**config.mk**
```make
export PLATFORM = sky130hd
export DESIGN_NAME = flash_therm_encoder
export DESIGN_NICKNAME = d
export VERILOG_FILES = /design/src/rtl/flash_enc_pkg.sv /design/src/rtl/flash_capture.sv /design/src/rtl/flash_vote.sv /design/src/rtl/flash_count.sv /design/src/rtl/flash_therm_encoder.sv
export SDC_FILE = /design/constraint.sdc
export NUM_CORES = 1
export LEC_CHECK = 0
export CAP_MARGIN = 20
export CORE_UTILIZATION = 50
export DETAILED_ROUTE_END_ITERATION = 16
export PLACE_DENSITY_LB_ADDON = 0.3
export SLEW_MARGIN = 20
export SYNTH_ARGS = -nofsm -noshare
export SYNTH_HDL_FRONTEND = slang
export SYNTH_HIERARCHICAL = 1
export SYNTH_SLANG_ARGS = --single-unit
export TNS_END_PERCENT = 100
```
**constraint.sdc**
```tcl
create_clock -name clk -period 4.5 [get_ports clk]
set_input_delay 0.9 -clock clk [delete_from_list [all_inputs] [get_ports clk]]
set_output_delay 0.9 -clock clk [all_outputs]
set_load 0.05 [all_outputs]
```
**src/rtl/flash_enc_pkg.sv**
```systemverilog
package flash_enc_pkg;

  function automatic logic maj3(input logic a, input logic b, input logic c);
    return (a & b) | (a & c) | (b & c);
  endfunction

  function automatic int levels_of(input int res_bits);
    return (1 << res_bits) - 1;
  endfunction

endpackage

```
**src/rtl/flash_capture.sv**
```systemverilog
module flash_capture #(
  parameter int LEVELS = 7
) (
  input  logic              clk,
  input  logic              rst_n,
  input  logic              stb_i,
  input  logic [LEVELS-1:0] bits_i,
  output logic [LEVELS-1:0] word_q,
  output logic              word_vld_q
);

  always_ff @(posedge clk or negedge rst_n) begin
    if (!rst_n) begin
      word_q     <= '0;
      word_vld_q <= 1'b0;
    end else begin
      word_vld_q <= stb_i;
      if (stb_i) word_q <= bits_i;
    end
  end

endmodule

```
**src/rtl/flash_vote.sv**
```systemverilog
module flash_vote
  import flash_enc_pkg::*;
#(
  parameter int LEVELS = 7
) (
  input  logic [LEVELS-1:0] raw_i,
  output logic [LEVELS-1:0] fixed_o,
  output logic              changed_o
);

  for (genvar g = 0; g < LEVELS; g++) begin : g_bit
    logic below, above;
    if (g == 0) begin : g_bottom
      assign below = 1'b1;
    end else begin : g_mid_lo
      assign below = raw_i[g-1];
    end
    if (g == LEVELS - 1) begin : g_top
      assign above = 1'b0;
    end else begin : g_mid_hi
      assign above = raw_i[g+1];
    end
    assign fixed_o[g] = maj3(below, raw_i[g], above);
  end

  assign changed_o = |(fixed_o ^ raw_i);

endmodule

```
**src/rtl/flash_count.sv**
```systemverilog
module flash_count #(
  parameter int LEVELS = 7,
  parameter int W      = 3
) (
  input  logic [LEVELS-1:0] word_i,
  output logic [W-1:0]      bin_o,
  output logic [W-1:0]      gray_o
);

  always_comb begin
    bin_o = '0;
    for (int i = 0; i < LEVELS; i++) begin
      bin_o = bin_o + W'(word_i[i]);
    end
  end

  assign gray_o = bin_o ^ (bin_o >> 1);

endmodule

```
**src/rtl/flash_therm_encoder.sv**
```systemverilog
module flash_therm_encoder
  import flash_enc_pkg::*;
#(
  parameter int RES_BITS = 3,
  localparam int LEVELS  = (1 << RES_BITS) - 1
) (
  input  logic                clk,
  input  logic                rst_n,
  input  logic                sample_stb,
  input  logic [LEVELS-1:0]   comp_bits,
  output logic [RES_BITS-1:0] code_bin,
  output logic [RES_BITS-1:0] code_gray,
  output logic                code_valid,
  output logic                sparkle_seen
);

  logic [LEVELS-1:0]   cap_word;
  logic                cap_vld;
  logic [LEVELS-1:0]   fixed_word;
  logic                vote_changed;
  logic [RES_BITS-1:0] enc_bin, enc_gray;

  flash_capture #(.LEVELS(LEVELS)) u_cap (
    .clk       (clk),
    .rst_n     (rst_n),
    .stb_i     (sample_stb),
    .bits_i    (comp_bits),
    .word_q    (cap_word),
    .word_vld_q(cap_vld)
  );

  flash_vote #(.LEVELS(LEVELS)) u_vote (
    .raw_i    (cap_word),
    .fixed_o  (fixed_word),
    .changed_o(vote_changed)
  );

  flash_count #(.LEVELS(LEVELS), .W(RES_BITS)) u_cnt (
    .word_i(fixed_word),
    .bin_o (enc_bin),
    .gray_o(enc_gray)
  );

  always_ff @(posedge clk or negedge rst_n) begin
    if (!rst_n) begin
      code_bin     <= '0;
      code_gray    <= '0;
      code_valid   <= 1'b0;
      sparkle_seen <= 1'b0;
    end else begin
      code_valid   <= cap_vld;
      sparkle_seen <= cap_vld & vote_changed;
      if (cap_vld) begin
        code_bin  <= enc_bin;
        code_gray <= enc_gray;
      end
    end
  end

endmodule

```
==> flow_metrics.tcl <==
set metrics [dict create \
    status "complete, no violations" \
    gp_congestion 0.750 \
    clk_latency_ps 270 \
    crit_path_end_kind "register" \
    path_delay_family "adder cells" \
    crit_fanout 8 \
    drc 0 \
    drive_gt1_share_pct 24.4 \
    syn_nets 81 \
    antenna_cells 0 \
    grt_pass1_wl_mm 2.37 \
    crit_required_ps 4670 \
    drt_wl_total_mm 1.31 \
    wl_per_cell_um 12.3 \
    p_sw_uw 263 \
    cts_tree "done" \
    cpMostUsedCell "fa_1" \
    num_rows 15 \
    grt_pass1_vias 546 \
    track_usage_pct 16.9 \
    finalCriticalPeriod_ps 3450 \
    p_clk_share_pct 10.4 \
    rsz0062_at_grt "false" \
    gr-total-overflow 0 \
    synth_warnings 6 \
    pwr-share-comb_pct 59.2 \
    crit_type "reg2reg" \
    fin_util_pct 65.0 \
    portBuffers 17 \
    relSlewSlack_pct 53.3 \
    layout.nets 100 \
    dpl.hpwl_mm 1.02 \
    tightest_slew_ps 698 \
    cts_sinks 16 \
    core_region_area_um2 1730 \
    firstDrtPassIters 2 \
    powerDensity_nw_per_um2 609 \
    grt_max_degree 17 \
    drv_cap 0 \
    p_seq_share_pct 30.5 \
    start_kind "register" \
    path_cells "maj3_1, fa_1, inv_1, fa_1, inv_1, ha_1, fa_1, xor3_1, mux2_4" \
    ir_drop_mv 0.285 \
    fin_total_pwr_uw 684 \
    crit_path_max_incr_delay_ps 570 \
    p_sw_share_pct 38.5 \
    hold_viol 0 \
    start_util_pct 53.8 \
    intPower_uw 420 \
    drt_iter0_markers 6 \
    skew_ps 1.68 \
    yosysUniqueCellTypes 22 \
    rrSetupSlack_ps 1050 \
    die_area_um2 2030 \
    ys_ff_latch 16 \
    post_cts_buffers 0 \
    crit_buf_inv 2 \
    cts_made_buffers 3 \
    cts_max_level 1 \
    cts_buffer_depth 2 \
    cts.clk_slew.worst_paths_ps 80 \
    post_cts_resized 0 \
    hp-class "reg2reg" \
    fin_tns_setup_ps 0 \
    max_freq_ghz 0.289 \
    io_pins 18 \
    arrival_ps 3620 \
    setup_viol 0 \
    root_buffer "clkbuf_4" \
    fp.dieH_um 45.1 \
    seq_area_frac_synth_pct 43.1 \
    num_vias 522 \
    netlist_area_um2 928 \
    routed_via_density 4.88 \
    cts_hold_buf 0 \
    slew_violations 0 \
    timing.final.crit_share_pct 76.8 \
    area_growth_pct 20.9 \
    drtAntennaViolNets 0 \
    postSynthAreaPerCell_um2 14.3 \
    die_w_um 45.1 \
    leakagePower_uw 0.000523 \
    antenna_found_initial 0 \
    slowest_stage "fa_1" \
    synthCells 65 \
]
==> metal layers <==
layer,share of wire [%],global-route usage [%],up-vias
met4,0,8.48,0
met5,0,0,-
met3,2.2,3.60,0
met2,50,27.2,12
met1,47,21.4,256
li1,-,-,254
==> sequential cells by signal, indices dropped and copies added, names as in the netlist <==
signal and count:
code_gray 3, u_cap/word_q 7, code_bin 3, u_cap/word_vld_q 1, sparkle_seen 1, code_valid 1
==> layout make-up <==
| class | instances | area [um2] |
|---|---|---|
| Multi-Input combinational cell | 39 | 472 |
| Timing Repair Buffer | 17 | 170 |
| Tap cell | 25 | 31.3 |
| Fill cell | 147 | 604 |
| Inverter | 7 | 26.3 |
| Sequential cell | 16 | 400 |
| Clock buffer | 3 | 22.5 |
==> worst register-to-register path, cell delays in order, from the launching register on <==
cell	delay, ps
dfrtp_1	470
maj3_1	410
fa_1	540
inv_1	50
fa_1	500
inv_1	40
ha_1	180
fa_1	570
xor3_1	320
mux2_4	260
==> cells in the final DEF (no fill, tap or decap) <==
cell type        count
clkdlybuf4s50_1     17
xor2_1               2
or2_1                1
maj3_1               5
clkbuf_4             3
a21o_1               1
mux2_4              13
and2_2               1
o221ai_1             1
and2b_4              1
inv_1                7
o22ai_1              1
ha_1                 3
a21oi_2              1
a21oi_1              1
nand2b_1             1
and2_1               1
dfrtp_1             16
xor3_1               1
fa_1                 3
nor2b_1              1
o21ai_2              1
==> cells in the mapped netlist <==
cell type,count,area share (%)
and2_2,1,0.81
nand2b_1,1,0.67
fa_1,3,6.5
buf_4,1,0.81
or2_1,1,0.67
ha_1,3,4.0
and2b_4,1,1.1
mux2_4,13,21
a21oi_1,1,0.54
a21o_1,1,0.81
a21oi_2,1,0.94
buf_6,2,2.4
xor3_1,1,2.6
maj3_1,5,5.4
inv_1,7,2.8
xor2_1,2,1.9
o21ai_2,1,0.94
dfrtp_1,16,43
and2_1,1,0.67
nor2b_1,1,0.67
o221ai_1,1,0.94
o22ai_1,1,0.67
==> final timing paths <==
path,cells after the start,end,from
min in group asynchronous,1,code_bin[2]$_DFFE_PN0P_,rst_n
max in group asynchronous,1,u_cap/word_q[5]$_DFFE_PN0P_,rst_n
min,1,code_gray[2]$_DFFE_PN0P_,code_gray[2]$_DFFE_PN0P_
max,9,code_gray[1]$_DFFE_PN0P_,u_cap/word_q[3]$_DFFE_PN0P_
min reg2reg,1,code_gray[2]$_DFFE_PN0P_,code_gray[2]$_DFFE_PN0P_
max reg2reg,9,code_gray[1]$_DFFE_PN0P_,u_cap/word_q[3]$_DFFE_PN0P_
==> stage by stage <==
step / std cells / hold slack, ps / cell area, um2 / setup slack, ps
final: 107 / 513 / 1120 / 1050
after global placement: 104 / 496 / 1100 / 1090
after detailed placement: 104 / 496 / 1100 / 1020
after floorplan: 65 / 374 / 928 / 1180
after CTS: 107 / 521 / 1120 / 1030
after global routing: 107 / 534 / 1120 / 912
==> power groups by stage <==
| stage | sequential, uW | clock (uW) | combinational [uW] |
|---|---|---|---|
| 6_report | 208 | 70.9 | 404 |
| 5_1_grt | 215 | 83.6 | 440 |
| 4_1_cts | 210 | 74.1 | 407 |
| 3_5_place_dp | 212 | 0 | 407 |
| 3_3_place_gp | 210 | 0 | 400 |
| 2_1_floorplan | 308 | 0 | 222 |
==> cell families (layout without fill, tap and decap cells) <==
group | after synthesis | in the layout | share of synthesized area [%]
fa+ha+maj | 11 | 11 | 15.9
xor+xnor | 3 | 3 | 4.45
buf+inv | 10 | 27 | 6.07
mux | 13 | 13 | 21.0
flops | 16 | 16 | 43.1
compound gates | 6 | 6 | 4.85
simple gates | 6 | 6 | 4.58
Power figures use the tool's default switching activity.
